File: src/rtl/seqctr_pkg.sv
package seqctr_pkg;

  localparam int STATE_W = 3;

  typedef logic [STATE_W-1:0] code_t;

  // Strobes sent from the control module to the datapath.
  // At most one of them is high in any cycle.
  typedef struct packed {
    logic clear;
    logic load;
    logic step;
  } strobes_t;

  localparam code_t CODE_START = 3'b000;

  // Returns 1 when the code is one of the five codes on the loop.
  function automatic logic isLoopCode(input code_t c);
    case (c)
      3'b000, 3'b010, 3'b011, 3'b101, 3'b110: isLoopCode = 1'b1;
      default:                                isLoopCode = 1'b0;
    endcase
  endfunction

  // Table form of the loop order. The checkers use this to compare
  // against the equation form that the datapath uses.
  function automatic code_t tableSucc(input code_t c);
    case (c)
      3'b000:  tableSucc = 3'b010;
      3'b010:  tableSucc = 3'b011;
      3'b011:  tableSucc = 3'b101;
      3'b101:  tableSucc = 3'b110;
      3'b110:  tableSucc = 3'b000;
      3'b001:  tableSucc = 3'b110;
      3'b100:  tableSucc = 3'b010;
      default: tableSucc = 3'b100;
    endcase
  endfunction

endpackage

File: src/rtl/seqctr_ctrl.sv
module seqctr_ctrl
  import seqctr_pkg::*;
(
  input  logic     clk,
  input  logic     clearReq,
  input  logic     preloadEn,
  input  logic     countEn,
  output strobes_t strobes
);

  // Fixed priority: clear first, then preload, then count.
  always_comb begin
    strobes       = '0;
    strobes.clear = clearReq;
    strobes.load  = !clearReq && preloadEn;
    strobes.step  = !clearReq && !preloadEn && countEn;
  end

  // the priority decode leaves at most one strobe active.
  assert_single_strobe_R1: assert property (@(posedge clk)
    $onehot0({strobes.clear, strobes.load, strobes.step}));

  // a preload request with the clear low always produces a load.
  assert_load_wins_R2: assert property (@(posedge clk) disable iff (clearReq)
    preloadEn |-> strobes.load && !strobes.step);

endmodule

File: src/rtl/seqctr_datapath.sv
module seqctr_datapath
  import seqctr_pkg::*;
(
  input  logic     clk,
  input  strobes_t strobes,
  input  code_t    loadVal,
  output code_t    curCode
);

  code_t stateQ;
  code_t nextCode;
  logic  bitA, bitB, bitC;

  assign bitA = stateQ[0];
  assign bitB = stateQ[1];
  assign bitC = stateQ[2];

  // Next-state equations. The free choices for the unused codes are
  // fixed so that each of them leads back onto the loop.
  code_t succCode;
  always_comb begin
    succCode[2] = bitA;
    succCode[1] = !bitB || (!bitA && !bitC);
    succCode[0] = bitB && !bitC;
  end

  always_comb begin
    nextCode = stateQ;
    if (strobes.clear)     nextCode = CODE_START;
    else if (strobes.load) nextCode = loadVal;
    else if (strobes.step) nextCode = succCode;
  end

  always_ff @(posedge clk) begin
    stateQ <= nextCode;
  end

  assign curCode = stateQ;

  assert_clear_zero_R1: assert property (@(posedge clk)
    strobes.clear |=> stateQ == CODE_START);

  assert_load_value_R2: assert property (@(posedge clk) disable iff (strobes.clear)
    strobes.load |=> stateQ == $past(loadVal));

  assert_hold_idle_R3: assert property (@(posedge clk) disable iff (strobes.clear)
    !strobes.load && !strobes.step |=> $stable(stateQ));

  assert_step_order_R4: assert property (@(posedge clk) disable iff (strobes.clear)
    strobes.step && isLoopCode(stateQ) |=> stateQ == tableSucc($past(stateQ)));

  assert_escape_001_R5: assert property (@(posedge clk) disable iff (strobes.clear)
    strobes.step && stateQ == 3'b001 |=> stateQ == 3'b110);

  assert_escape_100_R6: assert property (@(posedge clk) disable iff (strobes.clear)
    strobes.step && stateQ == 3'b100 |=> stateQ == 3'b010);

  assert_escape_111_R7: assert property (@(posedge clk) disable iff (strobes.clear)
    strobes.step && stateQ == 3'b111 |=> stateQ == 3'b100);

  assert_stay_on_loop_R8: assert property (@(posedge clk) disable iff (strobes.clear)
    strobes.step && isLoopCode(stateQ) |=> isLoopCode(stateQ));

endmodule

File: src/rtl/seqctr_top.sv
module seqctr_top
  import seqctr_pkg::*;
(
  input  logic               clk,
  input  logic               clearReq,
  input  logic               countEn,
  input  logic               preloadEn,
  input  logic [STATE_W-1:0] preloadVal,
  output logic [STATE_W-1:0] stateOut
);

  strobes_t strobes;
  code_t    curCode;

  seqctr_ctrl ctrl_i (
    .clk       (clk),
    .clearReq  (clearReq),
    .preloadEn (preloadEn),
    .countEn   (countEn),
    .strobes   (strobes)
  );

  seqctr_datapath dp_i (
    .clk     (clk),
    .strobes (strobes),
    .loadVal (preloadVal),
    .curCode (curCode)
  );

  assign stateOut = curCode;

  // the output changes only at a rising edge. It is sampled
  // here against its value at the previous edge.
  assert_output_is_state_R9: assert property (@(posedge clk) disable iff (clearReq)
    !countEn && !preloadEn |=> stateOut == $past(stateOut));

endmodule

File: config.mk
export PLATFORM = sky130hd
export DESIGN_NAME = seqctr_top
export DESIGN_NICKNAME = d
export VERILOG_FILES = /design/src/rtl/seqctr_pkg.sv /design/src/rtl/seqctr_ctrl.sv /design/src/rtl/seqctr_datapath.sv /design/src/rtl/seqctr_top.sv
export SDC_FILE = /design/constraint.sdc
export NUM_CORES = 1
export LEC_CHECK = 0
export ABC_AREA = 1
export CORE_AREA = 2 2 39 41
export CTS_CLUSTER_SIZE = 16
export DETAILED_ROUTE_END_ITERATION = 10
export DIE_AREA = 0 0 41 43
export GPL_TIMING_DRIVEN = 1
export PLACE_DENSITY_LB_ADDON = 0.12
export SETUP_SLACK_MARGIN = 0.2
export SLEW_MARGIN = 0
export SYNTH_ARGS = -nofsm -noshare
export SYNTH_HDL_FRONTEND = slang
export SYNTH_SLANG_ARGS = --single-unit
export TNS_END_PERCENT = 1
File: constraint.sdc
create_clock -name clk -period 1.7 [get_ports clk]
set_input_delay 0.34 -clock clk [delete_from_list [all_inputs] [get_ports clk]]
set_output_delay 0.34 -clock clk [all_outputs]
set_load 0.02 [all_outputs]
==> summary.md <==
| Metric | Value |
|---|---|
| Pwr dens | 823.2 nW/um2 |
| Switching pwr | 0.06512 mW |
| Cell Rows | 14 |
| Pre-CTS WS | 0.3524 ns |
| Synth-to-Final Area Change | 81.48% |
| First DRT Iteration DRCs | 2 |
| CP delay by family, top | buffers and inverters |
| Worst endpoint required time | 1.36 ns |
| Crit path cell chain | clkdlybuf4s50_1 |
| Overall power | 0.2524 mW |
| Worst setup SP type | register |
| Post-CTS setup buffer count | 0 |
| Final setup violating endpoints | 0 |
| Routed wire length per instance | 7.947 um |
| Ys Warns | 0 |
| Synth Instances | 28 |
| Setup WS post-layout | 0.1651 ns |
| First-pass DRT Iterations | 4 |
| Ys async rst share | 0 |
| Fmax | 0.6515 GHz |
| Syn Nets | 35 |
| Die Wd | 41 um |
| Clk_lat worst skew | 0.23 ns |
| Peak VDD IR | 0.0001849 V |
| Min-Delay Path Depth | 2 |
| Total track usage | 0.06814 |
| Max_slew headroom | 0.8513 |
| Post-synth top cells | nand2_1, nor2_1, inv_1 |
| Fraction of layout instances using a drive strength above 1 | 0.1220 |
| Synth cell types | 10 |
| Gr ovfl total | 0 |
| CTS buffer count | 3 |
| Final ANT Viol Nets | 0 |
| Post-synth EDFFs | 0 |
| RSZ-0062 raised after global routing | yes |
| Worst slew pin tran | 0.2226 ns |
| Synth area leaders | dfxtp_1, nand2_1, nor2_1 |
| Cell taking the most area after synthesis | dfxtp_1 |
| Sequential element share of the synthesized area | 0.3556 |
| Final hold violations | 0 |
| CP Buf/Inv Count | 1 |
| R2r worst-path depth | 5 |
| Sequential share of power | 0.308 |
| Slew Viols, Final | 0 |
| Detail Placement HPWL | 347.3 um |
| Via density | 3.649 |
| Boundary Pins | 10 |
| Vias in the first global route | 192 |
| Vias | 208 |
| FF-to-FF Start | dp_i.curCode[2] |
| Final Util | 0.2215 |
| Diode count | 0 |
| Most instantiated library cell after synthesis | nand2_1 |
| CP peak stage delay | 0.61 ns |
| CTS tree | built |
| Layout Skew | 0.002690 ns |
| Max FFs per register | 3 |
| Power share of the combinational group | 0.185 |
| Seq cells post-synth | 3 |
| TNS Setup | 0 ns |
| Top cell type's share of synthesized area | 0.3556 |
| Hold Path End | dp_i.curCode[0] |
| Worst Setup End Kind | output port |
| Routed Wire Length | 453 um |
| First-pass GRT wire length | 745 um |
| Crit Reg-Reg Endpoint | dp_i.curCode[0] |
| DIE AREA | 1763 um2 |
| Gpl congestion | 0.6296 |
| Max FO, Critical Path | 3 |
| Clock transition at path regs | 0.04 ns |
| Crit path DAT | 1.19 ns |
| CTS H-Tree Depth | 1 |
| CTS Root Cell | clkbuf_4 |
| Clock power frac | 0.507 |
| Crit path time final | 1.535 ns |
| Internal power | 0.1872 mW |
| Clk sink count | 3 |
| HP Class | register to register |
| Synth Area per Inst | 6.033 um2 |
| Core ar. | 1384 um2 |
| Status | finished, final reports clean |
| Setup CP Type | register to output port |
| Period utilisation layout | 0.9029 |
| PortBufs | 9 |
| Initial antenna violation count | 0 |
| Switch share | 0.2580 |
| FF-to-FF setup slack | 0.93 ns |
| Pin count of the biggest net entering global routing | 5 |
| DRC errors left | 0 |
| Mapped Area | 168.9 um2 |
| Longest Clk Path Bufs | 2 |
| Hold wc startpoint | dp_i.curCode[0] |
| Die height | 43 um |
| Predominant post-synthesis flop cell | dfxtp_1 |
| Number of max-cap violations | 0 |
| Pleak | 0.1504 nW |
| Initial core utilization | 0.1221 |
| Slowest CP cell | clkdlybuf4s50_1 |
| Final #Nets | 49 |
## per-stage QoR
stage                     area, um2  cells  hold WS (ns)
after floorplan               168.9     28        0.4091
after global placement        279.0     53        0.4803
after CTS                     304.0     57        0.4954
after detailed placement      279.0     53        0.4824
final                         306.5     57        0.4935
after global routing          306.5     57        0.5237
## logic make-up after synthesis
logic type,after synthesis,share of synthesized area
buffers and inverters,4,0.08886
AOI/OAI and AO/OA,5,0.1703
and+or+nand+nor,16,0.3852
DFF,3,0.3556
## repair_timing
action / in CTS / in global routing
gates resized for setup: 1 / 1
endpoints found under the hold margin: 0 / 0
gates cloned: 0 / 0
hold buffers: 0 / 0
endpoints found under the setup margin: 3 / 2
## how the worst max path moves through the flow
stage | cells after the start | slack (ns) | from | end
floorplan | 5 | 0.84 | dp_i.curCode[0] | dp_i.curCode[1]
global placement | 5 | 0.33 | clearReq | dp_i.curCode[0]
detailed placement | 5 | 0.35 | clearReq | dp_i.curCode[0]
CTS | 1 | 0.15 | dp_i.curCode[2] | stateOut[2]
global route | 1 | 0.14 | dp_i.curCode[2] | stateOut[2]
finish | 1 | 0.17 | dp_i.curCode[2] | stateOut[2]
## cell type report
cell class / count / area (um2)
multi-input cells: 21 / 93.84
well taps: 16 / 20.02
flip-flops and latches: 3 / 60.06
clock buffers: 4 / 26.28
repair buffers: 9 / 91.34
fillers: 162 / 1077
inverters: 4 / 15.01
## routing by layer
layer | vias to the layer above | track usage | part of all wire
li1 | 113 | - | -
met2 | 6 | 0.06875 | 0.41
met1 | 89 | 0.08946 | 0.51
met5 | - | 0 | 0
met3 | 0 | 0.03141 | 0.079
met4 | 0 | 0.08000 | 0
## worst reg2reg max path, delay by kind of cell (launching register included)
| kind | cells | cell delay [ns] |
|---|---|---|
| simple gates | 2 | 0.11 |
| flops | 1 | 0.35 |
| compound gates | 2 | 0.15 |
| buf+inv | 1 | 0.06 |
## power by group through the flow
stage	combinational, mW	clock, mW	sequential, mW
final	0.0467	0.128	0.0778
after global routing	0.0520	0.143	0.0785
after CTS	0.0477	0.136	0.0779
after detailed placement	0.0481	0	0.0790
after global placement	0.0489	0	0.0791
after floorplan	0.0167	0	0.0835
## placed cells by master, fill, tap and decap left out
cell	n
a21oi_1	2
clkbuf_1	1
clkbuf_4	3
clkdlybuf4s50_1	7
dfxtp_1	3
dlygate4sd2_1	1
dlymetal6s2s_1	1
inv_1	4
nand2_1	8
nand2_2	1
nand3_1	2
nor2_1	5
o21ai_0	1
o21ai_1	1
o21ai_2	1
(Power assumes the default switching activity.)
